==> src/rtl/cfgx_pkg.sv <==
package cfgx_pkg;
   typedef enum logic [2:0] {
      ST_IDLE,
      ST_CHECK,
      ST_ARM,
      ST_READ,
      ST_WRITE,
      ST_RESTORE,
      ST_RESP
   } cfgx_state_e;

   localparam logic [31:0] ALL_ONES = 32'hFFFF_FFFF;
endpackage

==> src/rtl/cfgx_addr_gen.sv <==
module cfgx_addr_gen #(
   parameter int unsigned DEV_W      = 5,
   parameter int unsigned FUNC_W     = 3,
   parameter int unsigned OFS_W      = 8,
   parameter int unsigned IDSEL_BASE = 13,
   parameter int unsigned MAX_DEV    = 18,
   parameter int unsigned HOST_SLOT  = 3,
   parameter logic [31:0] SPAN       = 32'h0010_0000
) (
   input  logic [DEV_W-1:0]  dev,
   input  logic [FUNC_W-1:0] func,
   input  logic [OFS_W-1:0]  ofs,
   input  logic              internal,
   output logic [31:0]       addr,
   output logic              refuse
);
   logic [63:0] full;
   logic        bad_dev;
   logic        bad_span;
   logic        host_hit;

   always_comb begin
      full     = (64'd1 << (IDSEL_BASE + 32'(dev)))
               | (64'(func) << 8)
               | 64'({ofs[OFS_W-1:2], 2'b00});
      bad_dev  = 32'(dev) > MAX_DEV;
      bad_span = full >= 64'(SPAN);
      host_hit = !internal && (32'(dev) == HOST_SLOT);
      refuse   = bad_dev | bad_span | host_hit;
      addr     = full[31:0];
   end
endmodule

==> src/rtl/cfgx_lanes.sv <==
module cfgx_lanes #(
   parameter int unsigned SIZE_W     = 3,
   parameter bit          MASK_WDATA = 1'b1
) (
   input  logic [1:0]        ofs_lo,
   input  logic [SIZE_W-1:0] size,
   input  logic [31:0]       dword,
   input  logic [31:0]       wdata,
   output logic [31:0]       rd_field,
   output logic [31:0]       merged
);
   logic [2:0]  nbytes;
   logic [4:0]  sh;
   logic [31:0] mask;
   logic [31:0] lane_mask;
   logic [31:0] wsrc;

   always_comb begin
      nbytes    = (size == '0 || 32'(size) > 4) ? 3'd4 : 3'(size);
      mask      = 32'hFFFF_FFFF >> {3'(3'd4 - nbytes), 3'b000};
      sh        = {ofs_lo, 3'b000};
      lane_mask = mask << sh;
      rd_field  = (dword >> sh) & mask;
      merged    = (dword & ~lane_mask) | (wsrc << sh);
   end

   generate
      if (MASK_WDATA) begin : g_clip
         assign wsrc = wdata & mask;
      end else begin : g_raw
         assign wsrc = wdata;
      end
   endgenerate
endmodule

==> src/rtl/cfgx_seq.sv <==
module cfgx_seq
   import cfgx_pkg::*;
(
   input  logic        clk,
   input  logic        rst_n,
   input  logic        req_valid,
   input  logic        refuse,
   input  logic        is_write,
   input  logic [31:0] rd_field,
   input  logic        cyc_done,
   input  logic        cyc_abort,
   input  logic [31:0] cyc_rdata,
   output logic        req_ready,
   output logic        accept,
   output logic        cfg_mode,
   output logic        cyc_valid,
   output logic        cyc_write,
   output logic [31:0] rd_dword,
   output logic        rsp_valid,
   output logic        rsp_ok,
   output logic [31:0] rsp_rdata
);
   cfgx_state_e state_q;
   logic        abort_q;
   logic        err_q;
   logic        hit_abort;

   assign req_ready = (state_q == ST_IDLE);
   assign accept    = req_valid && req_ready;
   assign cfg_mode  = (state_q == ST_ARM) || (state_q == ST_READ) || (state_q == ST_WRITE);
   assign cyc_valid = (state_q == ST_READ) || (state_q == ST_WRITE);
   assign cyc_write = (state_q == ST_WRITE);
   assign rsp_valid = (state_q == ST_RESP);
   assign hit_abort = abort_q | cyc_abort;

   always_ff @(posedge clk) begin
      if (!rst_n) begin
         state_q   <= ST_IDLE;
         abort_q   <= 1'b0;
         err_q     <= 1'b0;
         rd_dword  <= '0;
         rsp_ok    <= 1'b0;
         rsp_rdata <= '0;
      end else begin
         if (cyc_abort) abort_q <= 1'b1;
         case (state_q)
            ST_IDLE: if (accept) state_q <= ST_CHECK;
            ST_CHECK: begin
               if (refuse) begin
                  rsp_ok    <= 1'b0;
                  rsp_rdata <= ALL_ONES;
                  state_q   <= ST_RESP;
               end else begin
                  state_q <= ST_ARM;
               end
            end
            ST_ARM: begin
               abort_q <= 1'b0;
               err_q   <= 1'b0;
               state_q <= ST_READ;
            end
            ST_READ: if (cyc_done) begin
               rd_dword <= cyc_rdata;
               if (hit_abort) begin
                  err_q   <= 1'b1;
                  abort_q <= 1'b0;
                  state_q <= ST_RESTORE;
               end else begin
                  state_q <= is_write ? ST_WRITE : ST_RESTORE;
               end
            end
            ST_WRITE: if (cyc_done) begin
               if (hit_abort) begin
                  err_q   <= 1'b1;
                  abort_q <= 1'b0;
               end
               state_q <= ST_RESTORE;
            end
            ST_RESTORE: begin
               rsp_ok    <= !err_q;
               rsp_rdata <= err_q ? ALL_ONES : (is_write ? '0 : rd_field);
               state_q   <= ST_RESP;
            end
            default: state_q <= ST_IDLE;
         endcase
      end
   end


   rsp_pulse_chk: assert property (@(posedge clk) disable iff (!rst_n)
      rsp_valid |=> !rsp_valid);

   ready_after_rsp_chk: assert property (@(posedge clk) disable iff (!rst_n)
      $rose(req_ready) |-> $past(rsp_valid));

   mode_during_cyc_chk: assert property (@(posedge clk) disable iff (!rst_n)
      cyc_valid |-> cfg_mode);

   wr_follows_rd_chk: assert property (@(posedge clk) disable iff (!rst_n)
      (cyc_write && !$past(cyc_write)) |-> $past(cyc_done && cyc_valid));
endmodule

==> src/rtl/cfgx_translator.sv <==
module cfgx_translator #(
   parameter int unsigned DEV_W      = 5,
   parameter int unsigned FUNC_W     = 3,
   parameter int unsigned OFS_W      = 8,
   parameter int unsigned SIZE_W     = 3,
   parameter int unsigned IDSEL_BASE = 13,
   parameter int unsigned MAX_DEV    = 18,
   parameter int unsigned HOST_SLOT  = 3,
   parameter logic [31:0] SPAN       = 32'h0010_0000,
   parameter bit          MASK_WDATA = 1'b1
) (
   input  logic              clk,
   input  logic              rst_n,
   input  logic              req_valid,
   output logic              req_ready,
   input  logic              req_internal,
   input  logic              req_write,
   input  logic [DEV_W-1:0]  req_dev,
   input  logic [FUNC_W-1:0] req_func,
   input  logic [OFS_W-1:0]  req_ofs,
   input  logic [SIZE_W-1:0] req_size,
   input  logic [31:0]       req_wdata,
   output logic              rsp_valid,
   output logic              rsp_ok,
   output logic [31:0]       rsp_rdata,
   output logic              cfg_mode,
   output logic              cyc_valid,
   output logic              cyc_write,
   output logic [31:0]       cyc_addr,
   output logic [31:0]       cyc_wdata,
   input  logic              cyc_done,
   input  logic              cyc_abort,
   input  logic [31:0]       cyc_rdata
);
   localparam int unsigned FUNC_TOP = FUNC_W + 8;

   generate
      if (IDSEL_BASE + MAX_DEV > 31) begin : g_bad_idsel
         $error("IDSEL line for MAX_DEV falls outside the 32-bit address");
      end
      if (FUNC_TOP > IDSEL_BASE) begin : g_bad_func
         $error("function field overlaps the IDSEL lines");
      end
      if (OFS_W != 8) begin : g_bad_ofs
         $error("offset field must be 8 bits wide");
      end
      if (HOST_SLOT >= (1 << DEV_W)) begin : g_bad_host
         $error("HOST_SLOT is not encodable in DEV_W bits");
      end
   endgenerate

   logic              accept;
   logic              refuse;
   logic [31:0]       rd_dword;
   logic [31:0]       rd_field;
   logic              q_internal;
   logic              q_write;
   logic [DEV_W-1:0]  q_dev;
   logic [FUNC_W-1:0] q_func;
   logic [OFS_W-1:0]  q_ofs;
   logic [SIZE_W-1:0] q_size;
   logic [31:0]       q_wdata;

   always_ff @(posedge clk) begin
      if (!rst_n) begin
         q_internal <= 1'b0;
         q_write    <= 1'b0;
         q_dev      <= '0;
         q_func     <= '0;
         q_ofs      <= '0;
         q_size     <= '0;
         q_wdata    <= '0;
      end else if (accept) begin
         q_internal <= req_internal;
         q_write    <= req_write;
         q_dev      <= req_dev;
         q_func     <= req_func;
         q_ofs      <= req_ofs;
         q_size     <= req_size;
         q_wdata    <= req_wdata;
      end
   end

   cfgx_addr_gen #(
      .DEV_W(DEV_W), .FUNC_W(FUNC_W), .OFS_W(OFS_W), .IDSEL_BASE(IDSEL_BASE),
      .MAX_DEV(MAX_DEV), .HOST_SLOT(HOST_SLOT), .SPAN(SPAN)
   ) u_addr (
      .dev(q_dev), .func(q_func), .ofs(q_ofs), .internal(q_internal),
      .addr(cyc_addr), .refuse(refuse)
   );

   cfgx_lanes #(.SIZE_W(SIZE_W), .MASK_WDATA(MASK_WDATA)) u_lanes (
      .ofs_lo(q_ofs[1:0]), .size(q_size), .dword(rd_dword), .wdata(q_wdata),
      .rd_field(rd_field), .merged(cyc_wdata)
   );

   cfgx_seq u_seq (
      .clk(clk), .rst_n(rst_n), .req_valid(req_valid), .refuse(refuse),
      .is_write(q_write), .rd_field(rd_field), .cyc_done(cyc_done),
      .cyc_abort(cyc_abort), .cyc_rdata(cyc_rdata), .req_ready(req_ready),
      .accept(accept), .cfg_mode(cfg_mode), .cyc_valid(cyc_valid),
      .cyc_write(cyc_write), .rd_dword(rd_dword), .rsp_valid(rsp_valid),
      .rsp_ok(rsp_ok), .rsp_rdata(rsp_rdata)
   );


   addr_shape_chk: assert property (@(posedge clk) disable iff (!rst_n)
      cyc_valid |-> (cyc_addr[1:0] == 2'b00) && ($countones(cyc_addr[31:IDSEL_BASE]) == 1));

   addr_span_chk: assert property (@(posedge clk) disable iff (!rst_n)
      cyc_valid |-> (cyc_addr < SPAN));

   host_hidden_chk: assert property (@(posedge clk) disable iff (!rst_n)
      cyc_valid |-> !(32'(q_dev) == HOST_SLOT && !q_internal));

   addr_hold_chk: assert property (@(posedge clk) disable iff (!rst_n)
      (cyc_valid && $past(cyc_valid)) |-> $stable(cyc_addr));
endmodule

==> config.mk <==
export PLATFORM = sky130hd
export DESIGN_NAME = cfgx_translator
export DESIGN_NICKNAME = d
export VERILOG_FILES = /design/src/rtl/cfgx_pkg.sv /design/src/rtl/cfgx_addr_gen.sv /design/src/rtl/cfgx_lanes.sv /design/src/rtl/cfgx_seq.sv /design/src/rtl/cfgx_translator.sv
export SDC_FILE = /design/constraint.sdc
export NUM_CORES = 1
export LEC_CHECK = 0
export BUFFER_PORTS_ARGS = -buffer_cell sky130_fd_sc_hd__buf_2
export CAP_MARGIN = 20
export CORE_ASPECT_RATIO = 2
export CORE_MARGIN = 1.5
export CORE_UTILIZATION = 40
export DETAILED_ROUTE_END_ITERATION = 8
export GPL_TIMING_DRIVEN = 0
export PLACE_DENSITY = 0.73
export SLEW_MARGIN = 25
export SYNTH_ARGS = -nofsm -noshare
export SYNTH_HDL_FRONTEND = slang
export SYNTH_SLANG_ARGS = --single-unit
==> constraint.sdc <==
create_clock -name clk -period 2.5 [get_ports clk]
set_input_delay 0.25 -clock clk [delete_from_list [all_inputs] [get_ports clk]]
set_output_delay 0.25 -clock clk [all_outputs]
set_load 0.01 [all_outputs]
==> results.sh <==
export IMPL_status="complete, but fails checks"
export IMPL_violations="setup timing"
export IMPL_top_layer="met4"
export IMPL_nNetsFinal=1042
export IMPL_gr_total_overflow=0
export IMPL_rows=63
export IMPL_netlist_cell_type_count=58
export IMPL_crit_arrival_ns=2.81
export IMPL_cts_tree="built"
export IMPL_max_freq_mhz=327
export IMPL_syn2layout_area_growth_pct=38.0
export IMPL_p_per_area_mw_per_mm2=789
export IMPL_hold_violations=0
export IMPL_grt_pass1_wl_um=32200
export IMPL_endpoint_kind="output port"
export IMPL_diodes=0
export IMPL_final_setup_tns_ns=-15.79
export IMPL_initial_core_util_pct=40.6
export IMPL_ys_seq_area_share_pct=41.1
export IMPL_final_common_cell="buf_2"
export IMPL_clk_path_buf_depth=2
export IMPL_fp_dieW_um=89.5
export IMPL_wl_um=21800
export IMPL_fin_cells=1155
export IMPL_ant_nets=0
export IMPL_via_count=6265
export IMPL_slew_viol_final=0
export IMPL_synthTopCellsByArea="dfxtp_1, nand2_1, a21oi_1, mux2i_1, o221a_1"
export IMPL_routed_wl_met2_um=11500
export IMPL_wl_per_cell_um=18.9
export IMPL_first_iter_violations=356
export IMPL_dp_cells=1116
export IMPL_r2r_cells=11
export IMPL_power_internal_w=0.00452
export IMPL_h_tree_depth=4
export IMPL_ys_ff_latch=123
export IMPL_crit_chain="or2_4 -> ha_4 -> nand2b_4 -> ha_4 -> ha_4 -> buf_12 -> buf_12 -> nor4b_4 -> a21oi_4 -> a22oi_1 -> o21ai_1 -> buf_2"
export IMPL_critPathSlowestCell="dfxtp_2"
export IMPL_clockRootBuffer="clkbuf_16"
export IMPL_drc=0
export IMPL_drv_cap=0
export IMPL_die_area_sq_mm=0.0158
export IMPL_cp_slowest_stage_delay_ns=0.31
export IMPL_clk_latency_ns=0.41
export IMPL_grt_max_degree=17
export IMPL_io_buffers=186
export IMPL_synth_edff_count=0
export IMPL_gp_congestion=0.985
export IMPL_die_h_um=176
export IMPL_clkPwrFrac_pct=37.5
export IMPL_switching_share_pct=30.7
export IMPL_switching_power_w=0.00200
export IMPL_syn_instance_count=732
export IMPL_setup_slack_ns=-0.558
export IMPL_period_needed_ns=3.06
export IMPL_p_leak_nw=3.46
export IMPL_dr_pass1_iters=6
export IMPL_yosysTopAreaCell="dfxtp_1"
export IMPL_peakVddDrop_mv=0.552
export IMPL_crit_type="flip-flop to output port"
export IMPL_grt_pass1_vias=6051
export IMPL_gr_usage_all_layers_pct=28.0
export IMPL_finalCritPeriodShare_pct=122
export IMPL_fin_skew_ns=0.00781
export IMPL_cts_made_buffers=17
export IMPL_setup_violations=32
export IMPL_cp_max_fo=8
export IMPL_syn_avg_cell_area_sq_um=8.18
export IMPL_wl_met1_um=7490
export IMPL_whs_path_depth=3
export IMPL_final_cell_mix="buf_2, nand2_1, dfxtp_1"
export IMPL_hp_class="input pin to flip-flop"
export IMPL_async_flop_share_pct=0
export IMPL_tightestPinTransition_ns=0.660
export IMPL_antenna_found_initial=0
export IMPL_rsz0062_at_grt="yes"
export IMPL_worst_path_most_repeated_cell="ha_4"
export IMPL_pwr_share_comb_pct=28.0
export IMPL_cts_clk_slew_worst_paths_ns=0.05
export IMPL_slew_headroom_pct=54.7
export IMPL_core_sq_mm=0.0147
export IMPL_pwr_share_seq_pct=34.4
export IMPL_worstPathRequired_ns=2.25
export IMPL_clkSinkCount=123
export IMPL_synth_area_sq_mm=0.00599
export IMPL_synth_top_area_share_pct=41.1
export IMPL_drive_gt1_share_pct=32.7
export IMPL_start_kind="flip-flop"
export IMPL_synthFlopType="dfxtp_1"
export IMPL_boundaryPins=192
export IMPL_vias_per_cell=5.42
export IMPL_wl_met3_um=1110
export IMPL_synth_warnings=0
export IMPL_hpwl_um=16500
critical path: cells and delay by family (launching register included):
kind	cells	cell delay [ns]
AO/OA/AOI/OAI	3	0.41
AND/OR/NAND/NOR	3	0.66
buffers and inverters	3	0.42
adder cells (fa/ha/maj)	3	0.59
flip-flops	1	0.31
cells by family (layout without fill, tap and decap cells):
| family | Yosys count | after routing | share of synthesized area, % |
|---|---|---|---|
| flip-flops | 123 | 123 | 41.1 |
| buffers and inverters | 90 | 315 | 8.00 |
| AO/OA/AOI/OAI | 212 | 212 | 25.2 |
| other | 1 | 4 | 0.0626 |
| multiplexers | 32 | 32 | 5.51 |
| adder cells (fa/ha/maj) | 4 | 4 | 0.836 |
| AND/OR/NAND/NOR | 270 | 270 | 19.3 |
layer usage:
layer  vias up  GRT usage (%)
li1       2998              -
met1      2902           27.4
met2       278           49.6
met3        87           5.42
met4         0           21.2
met5         -              0
power groups by stage:
stage	Clock, W	Sequential (W)	Combinational, W
final	0.00245	0.00224	0.00183
after detailed placement	0	0.00228	0.00155
after CTS	0.00246	0.00224	0.00174
after global placement	0	0.00227	0.00153
after floorplan	0	0.00227	0.00105
after global routing	0.00255	0.00226	0.00196
stage by stage:
step	utilization, %	cell area (sq um)	hold slack [ns]	power, W	setup slack (ns)
after detailed placement	49.8	7340	0.449	0.00383	-0.339
after floorplan	-	6170	0.378	0.00332	-0.0461
final	56.1	8260	0.0724	0.00652	-0.558
after global routing	56.1	8260	0.0762	0.00677	-0.617
after CTS	55.4	8170	0.0678	0.00644	-0.627
after global placement	49.8	7340	0.442	0.00380	-0.312
final timing paths:
| path | to | slack [ns] | from |
|---|---|---|---|
| max reg2reg | u_seq.rsp_rdata[12] | 0.05 | q_size[1] |
| min reg2reg | q_ofs[5] | 0.46 | q_ofs[5] |
| min | q_dev[1] | 0.07 | req_dev[1] |
| max | cyc_wdata[23] | -0.56 | q_size[1] |
area by class of cell:
class	instances	area (sq um)
Fill cell	1405	6480
Multi-Input combinational cell	522	3370
Sequential cell	123	2460
Timing Repair Buffer	195	1090
Clock buffer	25	505
Buffer	72	447
Tap cell	195	244
Clock inverter	6	85.1
Inverter	17	63.8
registers in the layout, indices dropped and copies added, names as in the netlist, 3 cells and up:
| name | flops |
|---|---|
| u_seq.state_q | 3 |
| q_wdata | 32 |
| u_seq.rsp_rdata | 32 |
| u_seq.rd_dword | 32 |
| q_dev | 5 |
| q_size | 3 |
| q_func | 3 |
| q_ofs | 8 |
timing repair:
item                                    in CTS  in global routing
endpoints found under the setup margin      32                 46
cloned                                       0                  0
setup buffers                                7                  2
resized for setup                           29                 18
pin swaps                                   13                 19
hold buffers                                 0                  0
cells in the mapped netlist (10+ instances only):
master / number
o21ai_0: 10
nand2_1: 191
buf_4: 12
mux2i_1: 24
buf_2: 17
o221a_1: 21
inv_1: 16
a22oi_1: 17
a21oi_1: 93
buf_6: 10
nor2_1: 40
clkbuf_1: 33
dfxtp_1: 123
No activity file was read; power rests on OpenSTA's default activity.
